**src/rtl/gpio_irq_pkg.sv**
```systemverilog
package gpio_irq_pkg;
  localparam int ADDR_W = 3;

  typedef enum logic [ADDR_W-1:0] {
    REG_DIR   = 3'd0,
    REG_SENSE = 3'd1,
    REG_BOTH  = 3'd2,
    REG_POL   = 3'd3,
    REG_MASK  = 3'd4,
    REG_RAW   = 3'd5,
    REG_MSKD  = 3'd6,
    REG_CLR   = 3'd7
  } reg_addr_e;
endpackage

```
**src/rtl/gpio_sync.sv**
```systemverilog
module gpio_sync #(
  parameter int W      = 12,
  parameter int STAGES = 2
) (
  input  logic         clk,
  input  logic         rst,
  input  logic [W-1:0] d_i,
  output logic [W-1:0] q_o
);
  logic [W-1:0] stg [STAGES];

  always_ff @(posedge clk) begin
    if (rst) begin
      for (int s = 0; s < STAGES; s++) stg[s] <= '0;
    end else begin
      stg[0] <= d_i;
      for (int s = 1; s < STAGES; s++) stg[s] <= stg[s-1];
    end
  end

  assign q_o = stg[STAGES-1];


  stage_shift_chk: assert property (@(posedge clk) disable iff (rst)
    1'b1 |=> (stg[STAGES-1] == $past(stg[STAGES-2])));
endmodule

```
**src/rtl/gpio_cfg_regs.sv**
```systemverilog
module gpio_cfg_regs
  import gpio_irq_pkg::*;
#(
  parameter int NPINS = 12
) (
  input  logic              clk,
  input  logic              rst,
  input  logic              wr_en,
  input  logic [ADDR_W-1:0] wr_addr,
  input  logic [NPINS-1:0]  wr_data,
  output logic [NPINS-1:0]  dir_q,
  output logic [NPINS-1:0]  sense_q,
  output logic [NPINS-1:0]  both_q,
  output logic [NPINS-1:0]  pol_q,
  output logic [NPINS-1:0]  mask_q,
  output logic [NPINS-1:0]  clr_o
);
  always_ff @(posedge clk) begin
    if (rst) begin
      dir_q   <= '0;
      sense_q <= '0;
      both_q  <= '0;
      pol_q   <= '0;
      mask_q  <= '0;
    end else if (wr_en) begin
      case (wr_addr)
        REG_DIR:   dir_q   <= wr_data;
        REG_SENSE: sense_q <= wr_data;
        REG_BOTH:  both_q  <= wr_data;
        REG_POL:   pol_q   <= wr_data;
        REG_MASK:  mask_q  <= wr_data;
        default:   ;
      endcase
    end
  end

  // one-cycle clear pulse; the clear address has no storage
  assign clr_o = (wr_en && wr_addr == REG_CLR) ? wr_data : '0;


  cfg_write_chk: assert property (@(posedge clk) disable iff (rst)
    (wr_en && wr_addr == REG_MASK) |=> (mask_q == $past(wr_data)));
endmodule

```
**src/rtl/gpio_pin_detect.sv**
```systemverilog
module gpio_pin_detect #(
  parameter int NPINS = 12
) (
  input  logic             clk,
  input  logic             rst,
  input  logic [NPINS-1:0] pin_s,
  input  logic [NPINS-1:0] sense,
  input  logic [NPINS-1:0] both,
  input  logic [NPINS-1:0] pol,
  input  logic [NPINS-1:0] mask,
  input  logic [NPINS-1:0] clr,
  output logic [NPINS-1:0] raw,
  output logic [NPINS-1:0] masked
);
  logic [NPINS-1:0] prev;
  logic [NPINS-1:0] latch;
  logic [NPINS-1:0] edge_hit;

  for (genvar i = 0; i < NPINS; i++) begin : g_pin
    logic rise, fall, lvl;
    assign rise = pin_s[i] & ~prev[i];
    assign fall = ~pin_s[i] & prev[i];
    assign lvl  = ~(pin_s[i] ^ pol[i]);
    assign edge_hit[i] = ~sense[i] &
                         (both[i] ? (rise | fall) : (pol[i] ? rise : fall));
    assign raw[i] = sense[i] ? lvl : latch[i];


    edge_sets_chk: assert property (@(posedge clk) disable iff (rst)
      edge_hit[i] |=> latch[i]);

    clear_drops_chk: assert property (@(posedge clk) disable iff (rst)
      (clr[i] && !edge_hit[i]) |=> !latch[i]);

    latch_cause_chk: assert property (@(posedge clk) disable iff (rst)
      $rose(latch[i]) |-> $past(edge_hit[i]));
  end

  always_ff @(posedge clk) begin
    if (rst) begin
      prev  <= '0;
      latch <= '0;
    end else begin
      prev  <= pin_s;
      latch <= (latch & ~clr) | edge_hit;
    end
  end

  assign masked = raw & mask;
endmodule

```
**src/rtl/gpio_irq_detect.sv**
```systemverilog
module gpio_irq_detect
  import gpio_irq_pkg::*;
#(
  parameter int NPINS       = 12,
  parameter int SYNC_STAGES = 2
) (
  input  logic              clk,
  input  logic              rst,
  input  logic              wr_en,
  input  logic [ADDR_W-1:0] wr_addr,
  input  logic [NPINS-1:0]  wr_data,
  input  logic              rd_en,
  input  logic [ADDR_W-1:0] rd_addr,
  output logic [NPINS-1:0]  rd_data,
  output logic              rd_valid,
  input  logic [NPINS-1:0]  pin_i,
  output logic              irq_o
);
  logic [NPINS-1:0] pin_s, dir_q, sense_q, both_q, pol_q, mask_q, clr;
  logic [NPINS-1:0] raw, masked, rd_mux;

  gpio_sync #(.W(NPINS), .STAGES(SYNC_STAGES)) u_sync (
    .clk(clk), .rst(rst), .d_i(pin_i), .q_o(pin_s));

  gpio_cfg_regs #(.NPINS(NPINS)) u_cfg (
    .clk(clk), .rst(rst), .wr_en(wr_en), .wr_addr(wr_addr), .wr_data(wr_data),
    .dir_q(dir_q), .sense_q(sense_q), .both_q(both_q), .pol_q(pol_q),
    .mask_q(mask_q), .clr_o(clr));

  gpio_pin_detect #(.NPINS(NPINS)) u_det (
    .clk(clk), .rst(rst), .pin_s(pin_s), .sense(sense_q), .both(both_q),
    .pol(pol_q), .mask(mask_q), .clr(clr), .raw(raw), .masked(masked));

  always_comb begin
    case (rd_addr)
      REG_DIR:   rd_mux = dir_q;
      REG_SENSE: rd_mux = sense_q;
      REG_BOTH:  rd_mux = both_q;
      REG_POL:   rd_mux = pol_q;
      REG_MASK:  rd_mux = mask_q;
      REG_RAW:   rd_mux = raw;
      REG_MSKD:  rd_mux = masked;
      default:   rd_mux = '0;
    endcase
  end

  always_ff @(posedge clk) begin
    if (rst) begin
      rd_data  <= '0;
      rd_valid <= 1'b0;
      irq_o    <= 1'b0;
    end else begin
      rd_valid <= rd_en;
      if (rd_en) rd_data <= rd_mux;
      irq_o <= |masked;
    end
  end


  irq_follow_chk: assert property (@(posedge clk) disable iff (rst)
    1'b1 |=> (irq_o == $past(|masked)));

  rd_valid_chk: assert property (@(posedge clk) disable iff (rst)
    rd_en |=> rd_valid);
endmodule

```
**config.mk**
```make
export PLATFORM = sky130hd
export DESIGN_NAME = gpio_irq_detect
export DESIGN_NICKNAME = d
export VERILOG_FILES = /design/src/rtl/gpio_irq_pkg.sv /design/src/rtl/gpio_sync.sv /design/src/rtl/gpio_cfg_regs.sv /design/src/rtl/gpio_pin_detect.sv /design/src/rtl/gpio_irq_detect.sv
export SDC_FILE = /design/constraint.sdc
export NUM_CORES = 1
export LEC_CHECK = 0
export BUFFER_PORTS_ARGS = -buffer_cell sky130_fd_sc_hd__clkbuf_2
export CAP_MARGIN = 20
export CELL_PAD_IN_SITES_DETAIL_PLACEMENT = 0
export CELL_PAD_IN_SITES_GLOBAL_PLACEMENT = 1
export CORE_MARGIN = 1
export CORE_UTILIZATION = 45
export CTS_CLUSTER_SIZE = 28
export DETAILED_ROUTE_END_ITERATION = 10
export PLACE_DENSITY = 0.89
export SETUP_SLACK_MARGIN = 0.3
export SYNTH_ARGS = -nofsm -noshare
export SYNTH_HDL_FRONTEND = slang
export SYNTH_SLANG_ARGS = --single-unit
```
**constraint.sdc**
```tcl
create_clock -name clk -period 1.5 [get_ports clk]
set_input_delay 0.15 -clock clk [delete_from_list [all_inputs] [get_ports clk]]
set_output_delay 0.15 -clock clk [all_outputs]
set_load 0.02 [all_outputs]
```
==> results of run 1 <==
-- worst min-delay path: cells and delay by family --
family / cells / cell delay [ns]
buffers and inverters: 1 / 0.13
and+or+nand+nor: 1 / 0.07
AOI/OAI and AO/OA: 1 / 0.05
-- cell families after synthesis --
logic type	Yosys count	share of synthesized area [%]
xor+xnor	12	1.89
buf+inv	63	4.90
fa+ha+maj	24	5.39
mux	27	6.29
compound gates	153	16.3
simple gates	271	21.4
flops	122	43.8
-- flip-flops by register name, summed over array words and instances, names as in the netlist --
signal         cells
rd_data           12
u_cfg.dir_q       12
u_sync.stg        24
u_cfg.pol_q       12
u_cfg.sense_q     12
u_det.latch       12
u_cfg.both_q      12
rd_valid           1
irq_o              1
u_cfg.mask_q      12
u_det.prev        12
-- metrics by stage --
| stage | cells | worst slack, ns |
|---|---|---|
| finish | 971 | 0.154 |
| global route | 971 | 0.0662 |
| CTS | 965 | 0.184 |
| detailed placement | 889 | 0.0683 |
| global placement | 889 | 0.0694 |
| floorplan | 672 | 0.298 |
-- routing by layer --
layer	global-route usage, %	up-vias	routed length, um
met5	0	-	0
met4	10.9	0	536
met3	6.32	48	1030
met2	45.0	215	8440
met1	33.6	2497	7470
li1	-	2517	-
-- final cells by class --
class                           instances  area share [%]
Clock buffer                           23            6.03
Clock inverter                          9            1.20
Inverter                               30            1.52
Multi-Input combinational cell        487            43.9
Sequential cell                       122            31.9
Tap cell                              168            2.65
Timing Repair Buffer                  132            12.7
-- worst max-delay path by stage --
stage | from | end | slack [ns] | depth (start not counted)
floorplan | u_sync.stg[0][16] | u_det.latch[4] | 0.30 | 7
global placement | rd_addr[1] | rd_data[8] | 0.07 | 7
detailed placement | rd_addr[0] | rd_data[8] | 0.07 | 7
CTS | u_cfg.sense_q[0] | irq_o | 0.18 | 5
global route | u_sync.stg[0][16] | u_det.latch[4] | 0.07 | 7
finish | u_sync.stg[0][16] | u_det.latch[4] | 0.15 | 7
-- cells in the final DEF (no fill, tap or decap), drive strengths merged, types with 20 or more instances in the layout --
master / instances
a21oi: 82
clkbuf: 69
dfxtp: 122
ha: 24
a211oi: 30
nand2: 159
mux2i: 20
buf: 72
nor2: 41
inv: 30
nor2b: 43
-- what timing repair did --
action,in CTS,in global routing
gates resized for setup,83,106
setup buffers,30,6
hold buffers,14,0
hold endpoints to repair,14,0
pin swaps,41,55
setup endpoints to repair,20,27
-- power groups by stage --
stage,sequential [mW],clock (mW),combinational (mW)
detailed placement,3.49,0,0.604
CTS,3.42,4.03,0.712
finish,3.43,4.00,0.829
global route,3.44,4.17,0.892
floorplan,3.48,0,0.357
global placement,3.48,0,0.592
==> results.sh, run 1 <==
export IMPL_outcome="finished clean"
export IMPL_dr_total_vias=5277
export IMPL_hold_worst_slack_ns=0.00666
export IMPL_numCtsBuffers=17
export IMPL_grt_first_pass_wirelength_um=26000
export IMPL_final_core_util_pct=65.7
export IMPL_leakage_power_total_nw=2.94
export IMPL_timing_critical_path_to_type="flop"
export IMPL_postSynth_topFlopCell="dfxtp_1"
export IMPL_postSynthNetCount=730
export IMPL_grt_use_total_pct=27.0
export IMPL_total_power_mw=8.26
export IMPL_power_frac_seq_pct=41.6
export IMPL_synthToLayoutAreaGrowth_pct=42.3
export IMPL_initial_core_util_pct=46.2
export IMPL_postLayoutCellArea_mm2=0.00792
export IMPL_critPathKind="flop to flop"
export IMPL_io_buffers=47
export IMPL_place_gp_congestion=0.855
export IMPL_synth_top_cell_area_share_pct=43.8
export IMPL_synth_most_common_cell="nand2_1"
export IMPL_startpoint_of_the_worst_slack_reg_to_reg_timing_path="u_sync.stg[0][16]"
export IMPL_fp_dieW_um=113
export IMPL_grt_remaining_overflow=0
export IMPL_worst_hold_path_num_cells=3
export IMPL_internal_power_contribution_mw=6.27
export IMPL_final_min_period_over_clock_period_pct=89.8
export IMPL_setup_tns_ns=0
export IMPL_place_area_mm2=0.00617
export IMPL_power_ir_vdd_worst_v=0.000695
export IMPL_endpoint_of_the_worst_hold_path="u_cfg.sense_q[2]"
export IMPL_hold_path_class="input pin to flop"
export IMPL_finClkSkew_ns=0.00716
export IMPL_detailedRoute_firstPassIterationCount=5
export IMPL_antenna_diode_count=0
export IMPL_async_reset_ff_share_pct=0
export IMPL_synth_common_cells="nand2_1, dfxtp_1, a21oi_1"
export IMPL_hold_violations=0
export IMPL_clock_sinks=122
export IMPL_path_buf_inv=1
export IMPL_initial_antenna_violation_count=0
export IMPL_floorplan_core_area_mm2=0.0121
export IMPL_combPwrFrac_pct=10.0
export IMPL_ctsHtreeMaxLevel=4
export IMPL_worstMarginPinSlew_ns=0.784
export IMPL_final_fill_count=945
export IMPL_ys_seq_area_share_pct=43.8
export IMPL_flip_flop_and_latch_area_mm2=0.00253
export IMPL_p_sw_share_pct=24.0
export IMPL_synthDistinctLibCells=39
export IMPL_slew_violations=0
export IMPL_cts_max_path_buffers=2
export IMPL_synth_enable_flop_cells=0
export IMPL_finish_net_count=848
export IMPL_reg2regPathDepth=7
export IMPL_max_clock_freq_mhz=743
export IMPL_critPathRequiredTime_ns=1.78
export IMPL_cts_tree="done"
export IMPL_worstReg2RegEnd="u_det.latch[4]"
export IMPL_syn_instance_count=672
export IMPL_route_detailed_drc=0
export IMPL_route_detailed_vias_per_inst=5.43
export IMPL_reg2reg_setup_slack_ns=0.15
export IMPL_switchingPower_mw=1.99
export IMPL_die_y_um=113
export IMPL_cellPowerDensity_mw_per_mm2=1040
export IMPL_place_detailed_hpwl_um=9950
export IMPL_yosys_warnings=0
export IMPL_wirelength_per_cell_um=18.0
export IMPL_route_antenna_remaining_nets=0
export IMPL_clkTransAtPathRegs_ns=0.06
export IMPL_critPathTopFamily="flip-flops"
export IMPL_cp_cell_sequence="inv_1 > ha_1 > nor2b_1 > a211oi_2 > a211oi_1 > a21oi_1 > nor2_1"
export IMPL_drt_iter0_drc=390
export IMPL_clock_latency_at_the_later_pin_of_the_worst_skew_pair_ns=0.43
export IMPL_synth_top_cell_by_area="dfxtp_1"
export IMPL_vias_in_the_first_global_route=4872
export IMPL_die_outline_area_mm2=0.0128
export IMPL_path_max_fanout=3
export IMPL_relative_slew_slack_pct=47.7
export IMPL_cp_slowest_stage_delay_ns=0.38
export IMPL_drt_total_wl_um=17500
export IMPL_pin_count_of_the_biggest_net_entering_global_routing=74
export IMPL_worst_setup_path_start_kind="flop"
export IMPL_ios=48
export IMPL_clock_power_share_pct=48.4
export IMPL_syn_cell_area_mm2=0.00557
export IMPL_rows=40
export IMPL_cts_root_buf="clkbuf_16"
export IMPL_yosys_top_cells_area="dfxtp_1, nand2_1, a21oi_1, ha_1, nor2b_1"
export IMPL_rsz0062_at_grt="yes"
export IMPL_final_setup_viol_count=0
export IMPL_max_cap_viol_count=0
export IMPL_ys_seq_elements=122
export IMPL_holdCritStartpoint="wr_data[2]"
export IMPL_final_layout_size_suffix_gt1_share_pct=36.4
export IMPL_avgSynthCellArea_um2=8.29
export IMPL_final_min_clock_period_ns=1.35
export IMPL_multi_input_area_mm2=0.00348
export IMPL_critical_path_slowest_cell="dfxtp_4"
export IMPL_worst_ep_arrival_time_ns=1.63
No activity file was read; power rests on OpenSTA's default activity.
==> run 2, diff against run 1 <==
--- a/config.mk
+++ b/config.mk
@@ -10,11 +10,12 @@
 export CELL_PAD_IN_SITES_DETAIL_PLACEMENT = 0
 export CELL_PAD_IN_SITES_GLOBAL_PLACEMENT = 1
 export CORE_MARGIN = 1
-export CORE_UTILIZATION = 45
+export CORE_UTILIZATION = 47
 export CTS_CLUSTER_SIZE = 28
 export DETAILED_ROUTE_END_ITERATION = 10
-export PLACE_DENSITY = 0.89
+export PLACE_DENSITY = 0.88
 export SETUP_SLACK_MARGIN = 0.3
 export SYNTH_ARGS = -nofsm -noshare
 export SYNTH_HDL_FRONTEND = slang
+export SYNTH_HIERARCHICAL = 1
 export SYNTH_SLANG_ARGS = --single-unit
==> results.sh, run 2 <==
export IMPL_outcome="finished clean"
export IMPL_place_area_mm2=0.00684
export IMPL_most_common_library_cell_in_the_layout_ignoring_fill_and_taps="dfxtp_1"
export IMPL_final_min_clock_period_ns=1.48
export IMPL_synthToLayoutAreaGrowth_pct=32.3
export IMPL_finClkSkew_ns=0.00860
export IMPL_max_cap_viol_count=0
export IMPL_critPathTopFamily="compound AO/OA/AOI/OAI gates"
export IMPL_top_layer_used="met4"
export IMPL_initial_core_util_pct=48.9
export IMPL_yosys_warnings=6
export IMPL_syn_instance_count=619
export IMPL_detailedRoute_firstPassIterationCount=4
export IMPL_synth_most_common_cell="dfxtp_1"
export IMPL_clock_sinks=122
export IMPL_async_reset_ff_share_pct=0
export IMPL_setup_tns_ns=0
export IMPL_power_frac_seq_pct=39.2
export IMPL_ys_seq_elements=122
export IMPL_final_fill_count=972
export IMPL_wirelength_per_cell_um=16.4
export IMPL_rows=41
export IMPL_final_min_period_over_clock_period_pct=98.7
export IMPL_dr_total_vias=4722
export IMPL_relative_slew_slack_pct=54.2
export IMPL_ctsHtreeMaxLevel=4
export IMPL_pin_count_of_the_biggest_net_entering_global_routing=67
export IMPL_postSynthNetCount=677
export IMPL_clock_power_share_pct=51.1
export IMPL_flip_flop_and_latch_area_mm2=0.00247
export IMPL_cts_root_buf="clkbuf_16"
export IMPL_slew_violations=0
export IMPL_final_instance_count_excl_fill=908
export IMPL_leakage_power_total_nw=3.60
export IMPL_antenna_diode_count=0
export IMPL_route_detailed_vias_per_inst=5.20
export IMPL_synthDistinctLibCells=46
export IMPL_path_buf_inv=0
export IMPL_die_outline_area_mm2=0.0137
export IMPL_cellPowerDensity_mw_per_mm2=1050
export IMPL_floorplan_core_area_mm2=0.0128
export IMPL_grt_remaining_overflow=0
export IMPL_timing_critical_path_to_type="flop"
export IMPL_p_sw_share_pct=21.4
export IMPL_synth_top_cell_area_share_pct=39.1
export IMPL_met3RoutedLength_um=667
export IMPL_io_buffers=47
export IMPL_clock_latency_at_the_later_pin_of_the_worst_skew_pair_ns=0.42
export IMPL_reg2regPathDepth=6
export IMPL_ys_seq_area_share_pct=39.1
export IMPL_route_detailed_drc=0
export IMPL_max_clock_freq_mhz=675
export IMPL_numCtsBuffers=17
export IMPL_worstMarginPinSlew_ns=0.686
export IMPL_largest_reg_flops=24
export IMPL_final_layout_size_suffix_gt1_share_pct=40.5
export IMPL_drt_total_wl_um=14900
export IMPL_multi_input_area_mm2=0.00381
export IMPL_cts_tree="done"
export IMPL_critPathRequiredTime_ns=1.81
export IMPL_ios=48
export IMPL_power_ir_vdd_worst_v=0.000823
export IMPL_postLayoutCellArea_mm2=0.00826
export IMPL_yosys_top_cells_area="dfxtp_1, mux2i_1, nand2b_1, ha_1, mux2_4"
export IMPL_drt_iter0_drc=278
export IMPL_internal_power_contribution_mw=6.85
export IMPL_avgSynthCellArea_um2=10.1
export IMPL_cp_cell_sequence="xnor2_2 > mux2_4 > and2_4 > a22oi_2 > o221ai_2 > a22o_1"
export IMPL_hold_violations=0
export IMPL_combPwrFrac_pct=9.6
export IMPL_cp_slowest_stage_delay_ns=0.33
export IMPL_critPathKind="flop to flop"
export IMPL_place_gp_congestion=0.837
export IMPL_switchingPower_mw=1.87
export IMPL_grt_first_pass_wirelength_um=22900
export IMPL_synth_top_cell_by_area="dfxtp_1"
export IMPL_synth_common_cells="dfxtp_1, mux2i_1, nand2b_1"
export IMPL_fp_dieW_um=117
export IMPL_hold_path_class="input pin to flop"
export IMPL_vias_in_the_first_global_route=4660
export IMPL_worst_ep_arrival_time_ns=1.79
export IMPL_worst_hold_path_num_cells=2
export IMPL_registers_top_by_ff_count="u_sync/stg"
export IMPL_route_antenna_remaining_nets=0
export IMPL_die_y_um=117
export IMPL_route_layer_met1_wl_um=6730
export IMPL_initial_antenna_violation_count=1
export IMPL_hold_worst_slack_ns=0.0303
export IMPL_worst_setup_path_start_kind="flop"
export IMPL_path_max_fanout=2
export IMPL_rsz0062_at_grt="yes"
export IMPL_clkTransAtPathRegs_ns=0.06
export IMPL_critical_path_slowest_cell="dfxtp_2"
export IMPL_crit_cells=6
export IMPL_place_detailed_hpwl_um=9480
export IMPL_final_core_util_pct=64.7
export IMPL_dp_cells=844
export IMPL_syn_cell_area_mm2=0.00624
export IMPL_synth_enable_flop_cells=0
export IMPL_final_setup_viol_count=0
export IMPL_most_common_layout_cells="dfxtp_1, mux2i_1, nand2b_1, buf_4, clkbuf_2"
export IMPL_postSynth_topFlopCell="dfxtp_1"
export IMPL_grt_use_total_pct=22.4
export IMPL_cts_max_path_buffers=2
export IMPL_wl_met2_um=7270
export IMPL_finish_net_count=782
-- run 2: area by class of cell --
cell class	count	share of cell area, %
Sequential cell	122	29.9
Clock inverter	8	2.00
Inverter	24	1.30
Clock buffer	23	5.79
Timing Repair Buffer	134	12.3
Tap cell	172	2.61
Multi-Input combinational cell	425	46.1
-- run 2: metrics by stage --
stage                     setup slack (ns)  total power [mW]
final                               0.0189              8.71
after global routing               -0.0330              9.01
after CTS                           0.0370              8.68
after detailed placement           -0.0557              4.15
after global placement             -0.0152              4.13
after floorplan                     0.0123              3.94
-- run 2: layer usage --
layer | vias up | track usage [%]
li1 | 2317 | -
met1 | 2291 | 27.4
met2 | 93 | 37.4
met3 | 21 | 5.97
met4 | 0 | 9.20
met5 | - | 0
-- run 2: cells by family (layout without fill, tap and decap cells) --
group,after synthesis,count (layout),synth area share [%]
AND/OR/NAND/NOR,207,207,20.6
flip-flops,122,122,39.1
multiplexers,108,108,18.5
AO/OA/AOI/OAI,74,74,8.90
buffers and inverters,72,189,6.39
adder cells (fa/ha/maj),24,24,4.81
XOR/XNOR,12,12,1.68
-- run 2: repair_timing --
item                                   in CTS  in global routing
hold buffers                               12                  0
setup endpoints to repair                  22                 25
pin swaps                                  33                 20
endpoints found under the hold margin      12                  0
setup buffers                              17                  4
gates resized for setup                    57                 81
-- run 2: path summary, 6_finish.rpt --
check                           slack (ns)           endpoint        startpoint
worst max-delay path                  0.02         rd_data[1]    u_cfg/pol_q[1]
worst min-delay path                  0.03     u_det/prev[10]               rst
worst max register to register        0.02         rd_data[1]    u_cfg/pol_q[1]
worst min register to register        0.43  u_sync/stg[0][20]  u_sync/stg[0][8]
-- run 2: power by group through the flow --
stage          Combinational (mW)  Clock, mW  Sequential [mW]
6_report                    0.840       4.45             3.42
5_1_grt                     0.906       4.68             3.43
4_1_cts                     0.762       4.51             3.41
3_5_place_dp                0.681          0             3.47
3_3_place_gp                0.663          0             3.47
2_1_floorplan               0.478          0             3.47
